===== src/rtl/snp_pkg.sv =====
package snp_pkg;
    localparam int TT_W = 5;

    typedef enum logic [1:0] {
        TAG_NOP       = 2'd0,
        TAG_INVAL     = 2'd1,
        TAG_CLR_DIRTY = 2'd2
    } tag_op_e;

    typedef enum logic [1:0] {
        ADV_NORMAL    = 2'd0,
        ADV_INVAL     = 2'd1,
        ADV_UPD_CLEAN = 2'd2,
        ADV_NO_ALLOC  = 2'd3
    } wr_adv_e;

    typedef enum logic [2:0] {
        PS_IDLE, PS_RETRY, PS_SAMPLE, PS_WAITG, PS_PUSH
    } push_st_e;

    typedef struct packed {
        logic    push;
        tag_op_e op;
    } snp_act_t;

    typedef struct packed {
        logic valid;
        logic rd;
        logic hit;
    } snp_rec_t;

    function automatic wr_adv_e advice_of(snp_rec_t r);
        if (!r.valid)
            return ADV_NORMAL;
        if (r.rd)
            return r.hit ? ADV_UPD_CLEAN : ADV_NORMAL;
        return r.hit ? ADV_INVAL : ADV_NO_ALLOC;
    endfunction
endpackage


===== src/rtl/snp_decode.sv =====
module snp_decode
    import snp_pkg::*;
(
    input  logic [TT_W-1:0] tt,
    input  logic            hit,
    input  logic            dirty,
    output snp_act_t        act
);
    logic grp_flush, grp_clean, grp_kill;

    always_comb begin
        grp_flush = (tt == 5'b00100) || (tt[3:0] == 4'b0010) || (tt[3:0] == 4'b1110);
        grp_clean = (tt == 5'b00000) || (tt[3:0] == 4'b1010);
        grp_kill  = (tt[4:1] == 4'b0110) || (tt == 5'b00110);
    end

    always_comb begin
        act = '{push: 1'b0, op: TAG_NOP};
        if (hit) begin
            if (grp_kill)
                act = '{push: 1'b0, op: TAG_INVAL};
            else if (grp_flush)
                act = '{push: dirty, op: TAG_INVAL};
            else if (grp_clean)
                act = '{push: dirty, op: dirty ? TAG_CLR_DIRTY : TAG_NOP};
        end
    end

    // a kill or flush hit never asks for clear-dirty
    always_comb begin
        if (hit && (grp_kill || grp_flush))
            a_no_clr_r5: assert (act.op != TAG_CLR_DIRTY);
    end
endmodule


===== src/rtl/snp_record.sv =====
module snp_record
    import snp_pkg::*;
(
    input  logic    clk,
    input  logic    rst,
    input  logic    snp_fire,
    input  logic    snp_rd,
    input  logic    snp_hit,
    input  logic    cpu_txn_valid,
    input  logic    cpu_burst_wr,
    output wr_adv_e advice
);
    snp_rec_t rec_q;

    always_ff @(posedge clk) begin
        if (rst)
            rec_q <= '0;
        else if (snp_fire)
            rec_q <= '{valid: 1'b1, rd: snp_rd, hit: snp_hit};
        else if (cpu_txn_valid)
            rec_q <= '0;
    end

    always_comb begin
        advice = ADV_NORMAL;
        if (cpu_txn_valid && cpu_burst_wr)
            advice = advice_of(rec_q);
    end

    // a processor transaction without a new snoop leaves nothing to advise
    p_consume_clears_r10: assert property (@(posedge clk) disable iff (rst)
        (cpu_txn_valid && !snp_fire) |=> (advice == ADV_NORMAL));
    // advice is only given to a burst write
    p_adv_only_burst_r9: assert property (@(posedge clk) disable iff (rst)
        (advice != ADV_NORMAL) |-> (cpu_txn_valid && cpu_burst_wr));
endmodule


===== src/rtl/snp_push_fsm.sv =====
module snp_push_fsm
    import snp_pkg::*;
(
    input  logic    clk,
    input  logic    rst,
    input  logic    start,
    input  tag_op_e start_op,
    input  logic    direct,
    input  tag_op_e direct_op,
    input  logic    cpu_breq,
    input  logic    grant,
    input  logic    push_done,
    output logic    idle,
    output logic    retry,
    output logic    bus_req,
    output logic    push_active,
    output tag_op_e tag_op
);
    push_st_e st_q;
    tag_op_e  kind_q;
    tag_op_e  op_q;

    always_ff @(posedge clk) begin
        if (rst) begin
            st_q   <= PS_IDLE;
            kind_q <= TAG_NOP;
            op_q   <= TAG_NOP;
        end else begin
            op_q <= TAG_NOP;
            case (st_q)
                PS_IDLE: begin
                    if (start) begin
                        st_q   <= PS_RETRY;
                        kind_q <= start_op;
                    end else if (direct) begin
                        op_q <= direct_op;
                    end
                end
                PS_RETRY:  st_q <= PS_SAMPLE;
                PS_SAMPLE: begin
                    if (cpu_breq)   st_q <= PS_IDLE;
                    else if (grant) st_q <= PS_PUSH;
                    else            st_q <= PS_WAITG;
                end
                PS_WAITG: if (grant) st_q <= PS_PUSH;
                PS_PUSH: begin
                    if (push_done) begin
                        op_q <= kind_q;
                        st_q <= PS_IDLE;
                    end
                end
                default: st_q <= PS_IDLE;
            endcase
        end
    end

    always_comb begin
        idle        = (st_q == PS_IDLE);
        retry       = (st_q == PS_RETRY);
        bus_req     = (st_q == PS_RETRY) || (st_q == PS_WAITG) ||
                      ((st_q == PS_SAMPLE) && !cpu_breq);
        push_active = (st_q == PS_PUSH);
        tag_op      = op_q;
    end

    // retry follows an accepted dirty snoop by one clock
    p_retry_next_r2: assert property (@(posedge clk) disable iff (rst)
        (idle && start) |=> (retry && bus_req));
    // the retry window is a single cycle
    p_retry_single_r2: assert property (@(posedge clk) disable iff (rst)
        retry |=> !retry);
    // processor request in the sample cycle abandons the push
    p_yield_r7: assert property (@(posedge clk) disable iff (rst)
        ((st_q == PS_SAMPLE) && cpu_breq) |=> (!push_active && !bus_req && tag_op == TAG_NOP));
    // the bus is only taken after it was requested
    p_push_after_req_r8: assert property (@(posedge clk) disable iff (rst)
        $rose(push_active) |-> $past(bus_req));
endmodule


===== src/rtl/snp_resp_ctrl.sv =====
module snp_resp_ctrl
    import snp_pkg::*;
(
    input  logic            clk,
    input  logic            rst,
    input  logic            snp_valid,
    input  logic [TT_W-1:0] snp_tt,
    input  logic            snp_hit,
    input  logic            snp_dirty,
    input  logic            cpu_breq,
    input  logic            l2_grant,
    input  logic            push_done,
    input  logic            cpu_txn_valid,
    input  logic            cpu_burst_wr,
    output logic            retry_o,
    output logic            bus_req_o,
    output logic            push_active_o,
    output logic [1:0]      tag_op_o,
    output logic [1:0]      wr_advice_o
);
    localparam int RD_BIT = TT_W - 2;

    snp_act_t act;
    logic     idle, snp_fire;
    tag_op_e  tag_op;
    wr_adv_e  advice;

    assign snp_fire = snp_valid && idle;

    snp_decode dec_i (
        .tt    (snp_tt),
        .hit   (snp_hit),
        .dirty (snp_dirty),
        .act   (act)
    );

    snp_push_fsm fsm_i (
        .clk         (clk),
        .rst         (rst),
        .start       (snp_fire && act.push),
        .start_op    (act.op),
        .direct      (snp_fire && !act.push),
        .direct_op   (act.op),
        .cpu_breq    (cpu_breq),
        .grant       (l2_grant),
        .push_done   (push_done),
        .idle        (idle),
        .retry       (retry_o),
        .bus_req     (bus_req_o),
        .push_active (push_active_o),
        .tag_op      (tag_op)
    );

    snp_record rec_i (
        .clk           (clk),
        .rst           (rst),
        .snp_fire      (snp_fire),
        .snp_rd        (snp_tt[RD_BIT]),
        .snp_hit       (snp_hit),
        .cpu_txn_valid (cpu_txn_valid),
        .cpu_burst_wr  (cpu_burst_wr),
        .advice        (advice)
    );

    assign tag_op_o    = tag_op;
    assign wr_advice_o = advice;

    // a missed snoop changes nothing visible
    p_miss_quiet_r6: assert property (@(posedge clk) disable iff (rst)
        (snp_fire && !snp_hit) |=> (!retry_o && tag_op_o == TAG_NOP));
    // a snoop during a push sequence draws no retry
    p_busy_ignore_r11: assert property (@(posedge clk) disable iff (rst)
        (snp_valid && !idle && !push_active_o) |=> !retry_o);
endmodule


===== config.mk =====
export PLATFORM = sky130hd
export DESIGN_NAME = snp_resp_ctrl
export DESIGN_NICKNAME = d
export VERILOG_FILES = /design/src/rtl/snp_pkg.sv /design/src/rtl/snp_decode.sv /design/src/rtl/snp_record.sv /design/src/rtl/snp_push_fsm.sv /design/src/rtl/snp_resp_ctrl.sv
export SDC_FILE = /design/constraint.sdc
export NUM_CORES = 1
export LEC_CHECK = 0
export ABC_AREA = 1
export BUFFER_PORTS_ARGS = -buffer_cell sky130_fd_sc_hd__buf_2
export CORE_UTILIZATION = 43
export CTS_CLUSTER_DIAMETER = 80
export CTS_CLUSTER_SIZE = 12
export DETAILED_ROUTE_END_ITERATION = 12
export GPL_TIMING_DRIVEN = 0
export MAX_ROUTING_LAYER = met4
export PLACE_DENSITY = 0.7
export SLEW_MARGIN = 20
export SYNTH_ARGS = -nofsm -noshare
export SYNTH_HDL_FRONTEND = slang
export SYNTH_SLANG_ARGS = --single-unit

===== constraint.sdc =====
create_clock -name clk -period 1.1 [get_ports clk]
set_input_delay 0.22 -clock clk [delete_from_list [all_inputs] [get_ports clk]]
set_output_delay 0.22 -clock clk [all_outputs]
set_load 0.03 [all_outputs]

==> results.yml, run 1 <==
run_status:
  status: "finished with violations"
  violations: "setup timing"
critical_path:
  critPathKind: "flop to output pin"
  r2r.worst_path.cells: 7
  timing.rr.end: "fsm_i.st_q[0]"
  reg2reg_from: "fsm_i.st_q[2]"
  critPathLaunchType: "flop"
  critPathArrivalTime_ps: 1090
  reg2reg_slack_ps: -140
  crit_required_ps: 880
  cp-end-kind: "output pin"
  cp_max_fo: 2
flow_run:
  maxCapViolCount: 0
place:
  place_ws_ps: -63.6
  place_inst: 132
  port-buffer-count: 21
  gp_congestion: 0.713
  dp_hpwl_mm: 1.04
  dpl-instance-area_um2: 793
cts:
  cts_tree: "built"
  insertion_delay_ps: 260
  cts_sinks: 10
  path_clk_slew_ps: 60
  cts_root_buffer: "clkbuf_4"
  numCtsBuffers: 3
  ctsLongestPathBuffers: 2
  cts_max_level: 1
  ctsHoldBuffers: 0
detailed_routing:
  drt_iter0_markers: 8
  ant_nets: 0
  wl_per_cell_um: 10.5
  routed_via_density: 4.85
  firstDrtPassIters: 4
  routed_wl_mm: 1.50
  via_count: 693
  drc: 0
grt:
  grt_pass1_wl_mm: 2.08
  grt_start_max_net_pins: 8
  top_usage_layer: "met2"
  grt_use_met1: 0.221
  grt_pass1_vias: 556
  globalRouteMet3Util: 0.0163
  antenna_found_initial: 0
  grt-ovfl-total: 0
  met2_usage: 0.329
  grt_usage: 0.204
yosys:
  synth_area_leaders: "dfxtp_1 31%, nand2_1 12%, inv_1 9.3%"
  synthesis.area_um2: 646
  yosys_warnings: 0
  synth_cell_types: 20
  synthCells: 96
  synth_seq_cells: 10
  synth.top_cell.area_share: 0.310
  yosysSeqAreaShare: 0.310
  syn_avg_cell_area_um2: 6.73
  synth_nets: 111
  synth_area_leader_cell: "dfxtp_1"
die:
  rows: 13
  dieArea_um2: 1660
  io_pins: 22
  start_util: 0.478
  die_h_um: 40.8
  die_w_um: 40.8
  core_um2: 1350
finish:
  num_antenna_cells: 0
  final_cell_count_no_fill: 143
  final_cell_mix: "20 x nand2_1, 16 x buf_2, 14 x inv_1"
  drive_above_1_share: 0.492
  synthToLayoutAreaGrowth_pct: 49.8
  layout_commonest_cell: "nand2_1"
  post-route-cell-area_um2: 967
  fillCellCount: 111
  final_nets: 145
power_and_ir_drop:
  power_frac_seq: 0.273
  swShare: 0.429
  internal-power_mw: 1.08
  powerDensity_nw_per_um2: 1950
  p_leak_nw: 0.500
  peakVddDrop_uv: 1250
  p_sw_mw: 0.811
  p_clk_frac: 0.130
  p_comb_frac: 0.597
worst_hold_path:
  hold_end: "rec_i.rec_q[2]"
  holdPathStages: 2
  min-delay-start: "rst"
  holdCritPathClass: "input port to flop"
timing:
  fin_crit_sh: 1.19
  max_freq_mhz: 763
  rsz0062_at_grt: "yes"
  finalSetupViolCount: 12
  fin_ws_ps: -211
  maxSlewViolCount: 0
  hold_ws_ps: 205
  hold_viol_final: 0
  fin_skew_ps: 2.08
  period_needed_ps: 1310
  worstMarginPinSlew_ps: 212
  slew_headroom: 0.858
  tns_ps: -1570
-- what timing repair did --
item                       in CTS  in global routing
setup buffers                   3                  5
setup endpoints to repair       8                 13
gates resized for setup        20                 11
pin swaps                       1                 12
-- routing by layer --
layer  up-vias  wire length [um]
li1        367                 -
met1       304               642
met2        18               766
met3         4                38
met4         0                49
met5         -                 0
-- how the worst max path moves through the flow --
stage                               from             end  slack [ps]  cells past startpoint
final                     rec_i.rec_q[2]  wr_advice_o[0]        -210                      3
after global routing      rec_i.rec_q[1]  wr_advice_o[1]        -260                      3
after CTS                  fsm_i.st_q[1]       bus_req_o        -220                      5
after detailed placement       snp_tt[1]   fsm_i.st_q[2]         -60                      7
after global placement     fsm_i.st_q[2]   fsm_i.st_q[2]         -50                      6
after floorplan           rec_i.rec_q[2]  wr_advice_o[1]        -150                      2
-- area by class of cell --
cell class,instances,area (um2),area share
clock buffer,3,22.5,0.0233
inverter,22,90.1,0.0931
multi-input combinational,64,420,0.435
sequential,10,211,0.219
tap,15,18.8,0.0194
timing repair buffer,29,204,0.211
-- critical path, cell delays in order, from the launching register on --
cell,delay [ps]
dfxtp_2,330
inv_2,50
nor4_2,250
buf_4,200
-- power groups by stage --
stage	registers [mW]	clock network, mW	logic [mW]
final	0.516	0.246	1.13
after global routing	0.528	0.266	1.23
after CTS	0.512	0.247	0.925
after detailed placement	0.495	0	0.744
after global placement	0.495	0	0.734
after floorplan	0.487	0	0.598
-- synthesized netlist by cell type, drive strengths merged --
cell	instances
a21oi	7
dfxtp	10
inv	22
nand2	22
nand3	13
nand4	4
nor2	12
nor3	1
nor4	2
o21ai	1
o22ai	1
xor2	1
-- state kept, by name (all words and copies together), names as in the netlist --
signal and count:
fsm_i.st_q 3, fsm_i.kind_q 2, fsm_i.tag_op 2, rec_i.rec_q 3
-- through the flow --
step | power (mW) | utilization
6_report | 1.89 | 0.716
5_1_grt | 2.02 | 0.716
4_1_cts | 1.68 | 0.661
3_5_place_dp | 1.24 | 0.588
3_3_place_gp | 1.23 | 0.588
2_1_floorplan | 1.08 | -
-- kinds of logic (layout without fill, tap and decap cells) --
group	after synthesis	in the layout	share of synthesized area
AO/OA/AOI/OAI	9	9	0.0775
XOR/XNOR	1	1	0.0136
buffers and inverters	22	54	0.128
flip-flops	10	10	0.310
AND/OR/NAND/NOR	54	54	0.471
Note: power is estimated with default switching activity, not from simulation.
==> run 2, diff against run 1 <==
- SYNTH_HIERARCHICAL: default -> 1
==> run 2 against run 1 <==
Largest cell class unchanged; area after synthesis grew 3.3%; maximum frequency up 4.0%; the flow still finishes with violations (setup timing); final cell count is 12% higher.
==> results.yml, run 2 <==
die:
  rows: 13
  die_h_um: 41.4
  dieArea_um2: 1710
  core_um2: 1370
  start_util: 0.488
  die_w_um: 41.4
  io_pins: 22
cts:
  path_clk_slew_ps: 70
  insertion_delay_ps: 260
  ctsLongestPathBuffers: 2
  numCtsBuffers: 3
  cts_max_level: 1
  ctsHoldBuffers: 0
  cts_root_buffer: "clkbuf_4"
  cts_tree: "built"
  cts_sinks: 10
timing:
  fin_crit_sh: 1.15
  hold_viol_final: 0
  fin_ws_ps: -161
  period_needed_ps: 1260
  maxSlewViolCount: 0
  slew_headroom: 0.884
  worstMarginPinSlew_ps: 173
  rsz0062_at_grt: "yes"
  finalSetupViolCount: 13
  max_freq_mhz: 793
  fin_skew_ps: 6.28
critical_path:
  critPathKind: "flop to flop"
  slowest_stage: "dfxtp_4"
  worstPathCellList: "nor2_4 -> nand2_2 -> inv_2 -> nand2_4 -> nor2_4 -> inv_2 -> nand3_2 -> nand3_2 -> nor2_1 -> nor2_1"
  cp-end-kind: "flop"
  cpPeakStageDelay_ps: 370
  critPathArrivalTime_ps: 1430
  crit_required_ps: 1270
  critPathLaunchType: "flop"
  cp_max_fo: 5
place:
  gp_congestion: 0.704
  dp_hpwl_mm: 1.19
  place_inst: 148
  place_ws_ps: -383
  port-buffer-count: 21
run_status:
  status: "finished with violations"
  violations: "setup timing"
yosys:
  synth_area_leader_cell: "dfxtp_1"
  synth_seq_cells: 10
  synthFlopType: "dfxtp_1"
  synth.top_cell.area_share: 0.300
  yosysSeqAreaShare: 0.300
  syn_avg_cell_area_um2: 5.95
  synth_most_common_cell: "nand2_1"
  synthCells: 112
  synth_common_cells: "23 x nand2_1, 21 x nor2_1, 20 x inv_1, 12 x nand3_1, 10 x dfxtp_1"
  synth_area_leaders: "dfxtp_1 30%, nand2_1 13%, nor2_1 12%"
  synth_cell_types: 17
  yosys_warnings: 6
  synth_edf_count: 0
  synth_nets: 127
  async_reset_ff_frac: 0
  synthesis.area_um2: 667
grt:
  antenna_found_initial: 0
  grt_usage: 0.232
  grt_pass1_vias: 653
  grt-ovfl-total: 0
  grt_pass1_wl_mm: 2.46
  grt_start_max_net_pins: 8
detailed_routing:
  wl_per_cell_um: 10.3
  routed_via_density: 5.04
  via_count: 806
  drt_iter0_markers: 12
  firstDrtPassIters: 5
  routed_wl_mm: 1.64
  ant_nets: 0
  drc: 0
power_and_ir_drop:
  powerDensity_nw_per_um2: 1010
  peakVddDrop_uv: 469
  p_leak_nw: 0.519
finish:
  num_antenna_cells: 0
  largestRegisters: "fsm_i/st_q: 3 flops, rec_i/rec_q: 3 flops"
  final_nets: 162
  final_cell_mix: "19 x nand2_1, 17 x inv_1, 16 x nor2_1, 16 x buf_2, 11 x buf_4"
  drive_above_1_share: 0.497
  fillCellCount: 125
  synthToLayoutAreaGrowth_pct: 52.0
  final_cell_count_no_fill: 160
  layout_commonest_cell: "nand2_1"
flow_run:
  maxCapViolCount: 0
worst_hold_path:
  holdCritPathClass: "input port to flop"
==> run 2: layout make-up <==
cell class                      count  area, um2  area share
Sequential cell                    10        215       0.212
Timing Repair Buffer               30        196       0.194
Tap cell                           15       18.8      0.0185
Clock buffer                        3       22.5      0.0222
Multi-Input combinational cell     79        467       0.460
Inverter                           23       93.8      0.0926
==> run 2: metal layers <==
layer,GRT usage,part of all wire
met1,0.232,0.45
met2,0.410,0.51
met3,0.0479,0.023
met4,0.145,0.012
met5,-,0
==> run 2: cells by family after synthesis <==
group                     Yosys count  share of synthesized area
xor gates and xnor gates            1                     0.0131
and+or+nand+nor                    65                      0.441
AOI/OAI and AO/OA                  13                      0.116
buffers and inverters              23                      0.129
DFF                                10                      0.300
==> run 2: what timing repair did <==
action | CTS | global route
endpoints found under the setup margin | 13 | 13
buffers inserted | 6 | 3
gates resized for setup | 23 | 11
pin swaps | 13 | 7
==> run 2: final timing paths <==
| kind | from | end | slack (ps) | cells past startpoint |
|---|---|---|---|---|
| setup reg to reg | fsm_i/st_q[0] | fsm_i/st_q[0] | -160 | 10 |
| hold reg to reg | rec_i/rec_q[0] | rec_i/rec_q[0] | 470 | 2 |
| setup / recovery | fsm_i/st_q[0] | fsm_i/st_q[0] | -160 | 10 |
| hold / removal | rst | rec_i/rec_q[0] | 210 | 2 |
==> run 2: report_power, final <==
group          leakage (nW)  internal [mW]  total (mW)  switching, mW
Combinational         0.420          0.154       0.362          0.208
Clock                0.0138          0.126       0.250          0.124
Sequential           0.0848          0.385       0.412         0.0277
==> run 2: through the flow <==
step                power, mW  hold slack, ps  cell area [um2]  setup TNS (ps)  utilization
finish                   1.02             209             1010           -1370        0.742
global route             1.09             218             1010           -2280        0.742
CTS                     0.998             203              956           -1290        0.700
detailed placement      0.687             466              823           -1870        0.603
global placement        0.680             465              823           -1600        0.603
floorplan               0.606             289              699            -582            -
==> run 2: worst max-delay path, delay by kind of cell, from the launching register on <==
| kind | cells | cell delay, ps |
|---|---|---|
| buffers and inverters | 2 | 150 |
| DFF | 1 | 370 |
| and+or+nand+nor | 8 | 650 |
==> run 3, diff against run 2 <==
- TNS_END_PERCENT: default -> 20
==> run 3 against run 2 <==
The run still ends with setup timing left; final area fell by 2.2%; non-clock buffer count stayed put; register-to-register slack improved by 20 ps; total power decreased by 0.28%; maximum frequency fell by 1.1%; sequential power barely moved; first-iteration DRC count up 25%; clock skew barely moved; sequential cell count stayed put; final cell count stayed put; largest power group unchanged; highest routed layer unchanged.
==> results.yml, run 3 (same netlist as run 2, synthesis figures left out) <==
run_status:
  status: "finished with violations"
  violations: "setup timing"
cts:
  numCtsBuffers: 3
  ctsHoldBuffers: 0
  insertion_delay_ps: 260
  cts_root_buffer: "clkbuf_4"
  cts_tree: "built"
  ctsLongestPathBuffers: 2
  cts_max_level: 1
  cts_sinks: 10
  path_clk_slew_ps: 70
grt:
  grt_use_met1: 0.228
  globalRouteMet3Util: 0.0479
  antenna_found_initial: 0
  grt_usage: 0.222
  grt_pass1_vias: 630
  grt_pass1_wl_mm: 2.35
  met2_usage: 0.379
  grt-ovfl-total: 0
  top_usage_layer: "met2"
  grt_start_max_net_pins: 8
critical_path:
  critPathTopFamily: "flip-flops"
  slowest_stage: "dfxtp_4"
  cp_max_fo: 5
  critPathKind: "flop to output pin"
  critPathLaunchType: "flop"
  crit_required_ps: 880
  timing.rr.end: "fsm_i/kind_q[1]"
  r2r.worst_path.cells: 9
  reg2reg_slack_ps: -140
  cpPeakStageDelay_ps: 400
  worstPathCellList: "nand2_1 -> a21oi_2 -> buf_6"
  critPathArrivalTime_ps: 1050
  crit_path_end: "bus_req_o"
  path_buf_inv: 1
  cp_num_cells: 3
  cp-end-kind: "output pin"
  reg2reg_from: "fsm_i/st_q[0]"
  critPathLaunch: "fsm_i/st_q[1]"
timing:
  fin_crit_sh: 1.16
  rsz0062_at_grt: "yes"
  hold_ws_ps: 209
  worstMarginPinSlew_ps: 179
  hold_viol_final: 0
  fin_ws_ps: -174
  period_needed_ps: 1270
  slew_headroom: 0.880
  finalSetupViolCount: 12
  fin_skew_ps: 5.91
  maxSlewViolCount: 0
  max_freq_mhz: 785
finish:
  synthToLayoutAreaGrowth_pct: 48.6
  drive_above_1_share: 0.455
  largestRegisters: "fsm_i/st_q: 3 flops, rec_i/rec_q: 3 flops"
  final_nets: 162
  fin_util: 0.725
  num_antenna_cells: 0
  final_cell_count_no_fill: 160
  post-route-cell-area_um2: 991
  fillCellCount: 126
  final_cell_mix: "20 x nand2_1, 18 x nor2_1, 17 x inv_1"
  layout_commonest_cell: "nand2_1"
place:
  port-buffer-count: 21
  dp_hpwl_mm: 1.19
  gp_congestion: 0.704
  place_inst: 148
  dpl-instance-area_um2: 823
power_and_ir_drop:
  peakVddDrop_uv: 471
  powerDensity_nw_per_um2: 1030
  finalPower_mw: 1.02
  p_leak_nw: 0.518
die:
  rows: 13
  io_pins: 22
  start_util: 0.488
  die_h_um: 41.4
  dieArea_um2: 1710
  core_um2: 1370
  die_w_um: 41.4
detailed_routing:
  routed_wl_mm: 1.65
  wl_per_cell_um: 10.3
  drt_iter0_markers: 15
  drc: 0
  firstDrtPassIters: 4
  via_count: 782
  ant_nets: 0
  routed_via_density: 4.89
worst_hold_path:
  holdPathStages: 2
  holdCritPathClass: "input port to flop"
flow_run:
  maxCapViolCount: 0
## run 3: worst reg2reg max path, cell delays in order (launching register included)
cell     delay (ps)
dfxtp_4         370
nor2_4          130
nand2_4          70
inv_4            70
nand2_4          60
nor2_4          130
inv_2            50
nor2_1          130
o21ai_0          90
nor2_1           80
## run 3: stage by stage
step / setup slack [ps] / setup TNS, ps
after floorplan: -131 / -582
after global placement: -340 / -1600
after detailed placement: -383 / -1870
after CTS: -162 / -1250
after global routing: -238 / -2260
final: -174 / -1390
## run 3: how the worst min path moves through the flow
stage	from	end	slack, ps
after detailed placement	rec_i/rec_q[0]	rec_i/rec_q[0]	470
after global routing	rst	fsm_i/tag_op[1]	220
after floorplan	rst	fsm_i/st_q[2]	290
after global placement	rec_i/rec_q[0]	rec_i/rec_q[0]	470
after CTS	rst	rec_i/rec_q[1]	200
final	rst	fsm_i/tag_op[1]	210
## run 3: power by group
group | internal, mW | total, mW | switching, mW
sequential | 0.384 | 0.410 | 0.0261
clock | 0.126 | 0.250 | 0.124
combinational | 0.156 | 0.361 | 0.205
total | 0.666 | 1.02 | 0.355
## run 3: layout make-up
type | count | area [um2] | area share
well taps | 15 | 18.8 | 0.0189
inverters | 23 | 96.3 | 0.0972
clock buffers | 3 | 22.5 | 0.0227
multi-input cells | 79 | 443 | 0.447
flip-flops and latches | 10 | 214 | 0.216
repair buffers | 30 | 196 | 0.198
## run 3: repair_timing
item                                    CTS  global route
setup buffers                             6             3
resized for setup                        19             8
hold endpoints to repair                  0             0
endpoints found under the setup margin   13            12
pin swaps                                 9             4
## run 3: routing by layer
layer	vias to the layer above	routed length (um)
met5	-	0
met4	0	19
met3	2	33
met2	16	831
met1	352	765
li1	412	-
